<file path="src/rtl/iowg_pkg.sv">
package iowg_pkg;
    parameter int unsigned ADDR_W     = 11;
    parameter int unsigned EXT_ADDR_W = 14;
    parameter int unsigned DATA_W     = 16;
    parameter int unsigned WAIT_W     = 3;
    parameter int unsigned REGION_CNT = 4;
    localparam int unsigned REGION_W  = $clog2(REGION_CNT);
    localparam int unsigned PAD_W     = EXT_ADDR_W - ADDR_W;

    typedef logic [ADDR_W-1:0]   io_addr_t;
    typedef logic [DATA_W-1:0]   io_data_t;
    typedef logic [WAIT_W-1:0]   wait_t;
    typedef logic [REGION_W-1:0] region_t;

    typedef enum logic {PH_IDLE = 1'b0, PH_ACTIVE = 1'b1} phase_t;

    typedef struct packed {
        io_addr_t addr;
        logic     write;
        io_data_t wdata;
    } iowg_acc_t;

    function automatic region_t region_of(io_addr_t a);
        return a[ADDR_W-1 -: REGION_W];
    endfunction
endpackage

</file>
<file path="src/rtl/iowg_waitregs.sv">
module iowg_waitregs
    import iowg_pkg::*;
(
    input  logic                             clk,
    input  logic                             rst,
    input  logic                             cfg_we,
    input  region_t                          cfg_sel,
    input  wait_t                            cfg_wdata,
    output logic [REGION_CNT-1:0][WAIT_W-1:0] waits
);
    localparam wait_t SLOWEST = wait_t'((1 << WAIT_W) - 1);

    for (genvar g = 0; g < REGION_CNT; g++) begin : g_reg
        always_ff @(posedge clk) begin
            if (rst) begin
                waits[g] <= SLOWEST;
            end else if (cfg_we && (cfg_sel == region_t'(g))) begin
                waits[g] <= cfg_wdata;
            end
        end
    end
endmodule

</file>
<file path="src/rtl/iowg_select.sv">
module iowg_select
    import iowg_pkg::*;
(
    input  logic [REGION_CNT-1:0][WAIT_W-1:0] waits,
    input  io_addr_t                          addr,
    output wait_t                             sel_wait
);
    always_comb begin
        sel_wait = waits[region_of(addr)];
    end
endmodule

</file>
<file path="src/rtl/iowg_seq.sv">
module iowg_seq
    import iowg_pkg::*;
(
    input  logic      clk,
    input  logic      rst,
    input  logic      req_valid,
    input  logic      req_write,
    input  io_addr_t  req_addr,
    input  io_data_t  req_wdata,
    input  wait_t     sel_wait,
    output iowg_acc_t acc,
    output logic      active,
    output logic      last
);
    phase_t phase;
    wait_t  remain;

    always_ff @(posedge clk) begin
        if (rst) begin
            phase  <= PH_IDLE;
            remain <= '0;
            acc    <= '0;
        end else begin
            case (phase)
                PH_IDLE: begin
                    if (req_valid) begin
                        acc.addr  <= req_addr;
                        acc.write <= req_write;
                        acc.wdata <= req_wdata;
                        remain    <= sel_wait;
                        phase     <= PH_ACTIVE;
                    end
                end
                PH_ACTIVE: begin
                    if (remain == '0) begin
                        phase <= PH_IDLE;
                    end else begin
                        remain <= remain - wait_t'(1);
                    end
                end
                default: phase <= PH_IDLE;
            endcase
        end
    end

    always_comb begin
        active = (phase == PH_ACTIVE);
        last   = active && (remain == '0);
    end
endmodule

</file>
<file path="src/rtl/iowg_bus.sv">
module iowg_bus
    import iowg_pkg::*;
(
    input  logic                  clk,
    input  logic                  rst,
    input  iowg_acc_t             acc,
    input  logic                  active,
    input  logic                  last,
    input  io_data_t              bus_rdata,
    output logic                  io_sel,
    output logic                  io_rd,
    output logic                  io_wr,
    output logic                  bus_oe,
    output logic [EXT_ADDR_W-1:0] bus_addr,
    output io_data_t              bus_wdata,
    output logic                  done,
    output io_data_t              rd_data
);
    always_comb begin
        io_sel    = active;
        io_rd     = active && !acc.write;
        io_wr     = active && acc.write;
        bus_oe    = io_wr;
        bus_addr  = active ? {{PAD_W{1'b0}}, acc.addr} : '0;
        bus_wdata = io_wr ? acc.wdata : '0;
        done      = last;
    end

    always_ff @(posedge clk) begin
        if (rst) begin
            rd_data <= '0;
        end else if (last && !acc.write) begin
            rd_data <= bus_rdata;
        end
    end
endmodule

</file>
<file path="src/rtl/io_waitgen.sv">
module io_waitgen
    import iowg_pkg::*;
(
    input  logic        clk,
    input  logic        rst,
    input  logic        req_valid,
    input  logic        req_write,
    input  logic [10:0] req_addr,
    input  logic [15:0] req_wdata,
    output logic        done,
    output logic [15:0] rd_data,
    input  logic        cfg_we,
    input  logic [1:0]  cfg_sel,
    input  logic [2:0]  cfg_wdata,
    output logic        io_sel,
    output logic        io_rd,
    output logic        io_wr,
    output logic        bus_oe,
    output logic [13:0] bus_addr,
    output logic [15:0] bus_wdata,
    input  logic [15:0] bus_rdata
);
    logic [REGION_CNT-1:0][WAIT_W-1:0] waits;
    wait_t     sel_wait;
    iowg_acc_t acc;
    logic      active;
    logic      last;

    iowg_waitregs u_regs (
        .clk       (clk),
        .rst       (rst),
        .cfg_we    (cfg_we),
        .cfg_sel   (cfg_sel),
        .cfg_wdata (cfg_wdata),
        .waits     (waits)
    );

    iowg_select u_sel (
        .waits    (waits),
        .addr     (req_addr),
        .sel_wait (sel_wait)
    );

    iowg_seq u_seq (
        .clk       (clk),
        .rst       (rst),
        .req_valid (req_valid),
        .req_write (req_write),
        .req_addr  (req_addr),
        .req_wdata (req_wdata),
        .sel_wait  (sel_wait),
        .acc       (acc),
        .active    (active),
        .last      (last)
    );

    iowg_bus u_bus (
        .clk       (clk),
        .rst       (rst),
        .acc       (acc),
        .active    (active),
        .last      (last),
        .bus_rdata (bus_rdata),
        .io_sel    (io_sel),
        .io_rd     (io_rd),
        .io_wr     (io_wr),
        .bus_oe    (bus_oe),
        .bus_addr  (bus_addr),
        .bus_wdata (bus_wdata),
        .done      (done),
        .rd_data   (rd_data)
    );
endmodule

</file>
<file path="config.mk">
export PLATFORM = sky130hd
export DESIGN_NAME = io_waitgen
export DESIGN_NICKNAME = d
export VERILOG_FILES = /design/src/rtl/iowg_pkg.sv /design/src/rtl/iowg_waitregs.sv /design/src/rtl/iowg_select.sv /design/src/rtl/iowg_seq.sv /design/src/rtl/iowg_bus.sv /design/src/rtl/io_waitgen.sv
export SDC_FILE = /design/constraint.sdc
export NUM_CORES = 1
export LEC_CHECK = 0
export ABC_AREA = 1
export CORE_MARGIN = 8
export CORE_UTILIZATION = 35
export CTS_CLUSTER_DIAMETER = 150
export CTS_CLUSTER_SIZE = 10
export DETAILED_ROUTE_END_ITERATION = 16
export PLACE_DENSITY = 0.65
export SLEW_MARGIN = 20
export SYNTH_ARGS = -nofsm -noshare
export SYNTH_HDL_FRONTEND = slang
export SYNTH_HIERARCHICAL = 1
export SYNTH_SLANG_ARGS = --single-unit
</file>
<file path="constraint.sdc">
create_clock -name clk -period 2.05 [get_ports clk]
set_input_delay 0.3075 -clock clk [delete_from_list [all_inputs] [get_ports clk]]
set_output_delay 0.3075 -clock clk [all_outputs]
set_load 0.1 [all_outputs]
</file>
==> results by group <==
Detailed routing
  • Drt total wl: 7840 um
  • Wirelength per Cell: ~12 um
  • DRC viols: 0
  • First-pass DRT Iterations: 4
  • DR iter-0 viols: 75
  • Vias per cell: 4.47
  • Antenna viol nets, final: 0
  • Vias: 2807

STA
  • Slew headroom: 49.0%
  • Setup TNS: 0 ns
  • Worst Tran Pin Value: ~0.76 ns
  • Clock Skew: approximately 0.0068 ns
  • Pins Over Slew Limit: 0
  • Final worst path period need: between 1.5 and 2 ns
  • Fmax: 0.533 GHz
  • RSZ-0062 raised after global routing: no
  • Final Hold Fails: 0
  • PnR worst setup slack: ~0.18 ns
  • Final setup fails: 0
  • Final period util: approximately 91%

CTS
  • CTS tree: done
  • Clk_lat worst skew: ~0.33 ns
  • CTS sink count: 60
  • H-tree depth: 3
  • CTS buffer count: 9
  • CTS Buffer Depth: 2
  • Worst-path clk slew: roughly 0.060 ns
  • CTS root buf: clkbuf_8

Worst hold path
  • Worst Hold Class: flop to flop

Floorplan
  • Die H: 107 um
  • CORE AREA: 0.00813 sq mm
  • # IOs: around 100
  • Std-Cell Rows: 33
  • Starting Density: 35.7%
  • Chip Width: roughly 110 um
  • Die area: ~0.011 sq mm

Global route
  • First-pass GRT wire length: roughly 13000 um
  • Pin count of the biggest net entering global routing: 31
  • GRT Total Usage: between 10% and 20%
  • Initial antenna violation count: 0
  • Number of global-route vias before repair: between 2000 and 3000
  • Overflow left after global routing: 0

Placement
  • Gp weighted congestion: approximately 0.79
  • # placed instances: approximately 600
  • Port buffer count: 100
  • Final HPWL DP: roughly 5700 um
  • Setup WS pre-CTS: roughly 0.23 ns

Pwr
  • Internal: approximately 0.0025 W
  • Leakage: 2.14 nW
  • Clock share of power: a little over a third
  • Sequential group share of total power: 36.6%
  • Power per cell area: 827 mW/mm^2
  • Sw Ratio: 32.2%
  • Total power: between 0.003 and 0.004 W
  • Combinational power share: about 27%
  • Worst vdd ir: about 370 uV
  • Sw power: roughly 0.0012 W

Synthesis
  • Synth unique cells: 23
  • EDFF count, synth: 0
  • Top_reg_cell synth: dfxtp_1
  • Mean Syn Cell Area: 6.78 sq um
  • Register area share after synthesis: ~41%
  • Asr flop ratio synth: 0%
  • Post-synth top area share: between 40 and 50%
  • Most numerous cell in the Yosys netlist: nor2_1
  • Synth Instances: ~430
  • Post-synthesis sequential element count: 60
  • Warning count from the yosys run: 6
  • Most common library cells after synthesis: 110 x nor2_1, 67 x inv_1, 64 x nand2_1
  • Post-Syn Area: 0.00290 sq mm
  • Largest cells by area after synthesis: dfxtp_1 41%, nor2_1 14%, inv_1 8.7%
  • Cell taking the most area after synthesis: dfxtp_1

Worst setup path
  • Crit Path Max Fanout: 17
  • Worst path cell trace: nand2_2 > nor2_1 > buf_12
  • Startpoint types: flop
  • CP endpoint kind: output port
  • Crit-path max cell delay: between 0.4 and 0.5 ns
  • Worst path arrival time: between 1.5 and 2 ns
  • Slowest-stage cell, CP: dfxtp_1
  • WP data required: between 1.5 and 2 ns
  • Setup CP Type: flop to output port

Layout
  • Area growth syn-to-layout: 50.6%
  • Number of diodes: 0
  • Layout fillers: 753
  • Layout Nets: 573
  • Fin util: ~54%
  • Layout cells sized above 1: between 15 and 20%
  • Final non-filler cell total: approximately 630

Run
  • Max-cap check violation count: 0

Run status
  • Status: completed
## layer usage
layer	share of wire [%]	vias to the layer above	GRT usage [%]	wire, um
li1	-	1464	-	-
met1	45	1260	16.7	3520
met2	47	75	22.5	3700
met3	6.6	8	4.68	520
met4	1.3	0	6.33	104
met5	0	-	0	0
## power groups by stage
| stage | sequential, W | combinational, W | clock [W] |
|---|---|---|---|
| CTS | 0.00132 | 0.000977 | 0.00136 |
| floorplan | 0.00154 | 0.000504 | 0 |
| detailed placement | 0.00135 | 0.000973 | 0 |
| finish | 0.00132 | 0.000971 | 0.00132 |
| global placement | 0.00135 | 0.000961 | 0 |
| global route | 0.00134 | 0.00105 | 0.00142 |
## sequential cells by signal, summed over array words and instances (netlist names)
name / cells
u_seq/active: 1
u_seq/acc: 28
u_bus/rd_data: 16
u_seq/remain: 3
u_regs/waits: 12
## through the flow
stage	area, sq um	hold slack, ns
2_1_floorplan	2910	0.370
3_3_place_gp	4120	0.444
3_5_place_dp	4120	0.443
4_1_cts	4370	0.462
5_1_grt	4370	0.493
6_report	4370	0.463
## worst max-delay path, delay by kind of cell, from the launching register on
kind                   cells  cell delay, ns
and+or+nand+nor            2            0.55
buffers and inverters      1            0.21
DFF                        1            0.47
## placed cells by master, fill, tap and decap left out, drive strengths merged
cell type / instances
dfxtp: 60
nand3: 41
buf: 52
conb: 3
nand4: 9
nor2: 114
clkdlybuf4s50: 52
clkbuf: 12
a21oi: 2
inv: 73
ha: 2
clkinv: 1
o21ai: 32
bufinv: 3
nand2: 67
## repair_timing
action,4_1_cts,5_1_grt
gates resized for setup,0,1
hold buffers,0,0
endpoints found under the setup margin,0,19
buffers inserted,0,0
## final cells by class
| cell class | instances | area (sq um) | area share [%] |
|---|---|---|---|
| clock buffer | 12 | 155 | 3.55 |
| clock inverter | 4 | 95.1 | 2.18 |
| inverter | 73 | 274 | 6.27 |
| multi-input combinational | 270 | 1200 | 27.5 |
| sequential | 60 | 1200 | 27.5 |
| tap | 105 | 131 | 3.01 |
| timing repair buffer | 104 | 1310 | 30.0 |
## final timing paths
check	startpoint	slack, ns	cells past startpoint	to
max	u_seq/acc[16]	0.18	3	bus_wdata[8]
min	u_regs/waits[6]	0.46	2	u_regs/waits[6]
max reg2reg	u_seq/remain[0]	0.44	9	u_bus/rd_data[4]
min reg2reg	u_regs/waits[6]	0.46	2	u_regs/waits[6]
## kinds of logic (layout without fill, tap and decap cells)
kind of cell             after synthesis  in the layout  share of synthesized area, %
other                                  1              3                         0.129
adder cells (fa/ha/maj)                2              2                         0.862
AO/OA/AOI/OAI                         34             34                          6.12
AND/OR/NAND/NOR                      231            231                          34.0
buffers and inverters                100            193                          17.5
flip-flops                            60             60                          41.4
Note: power is estimated with default switching activity, not from simulation.
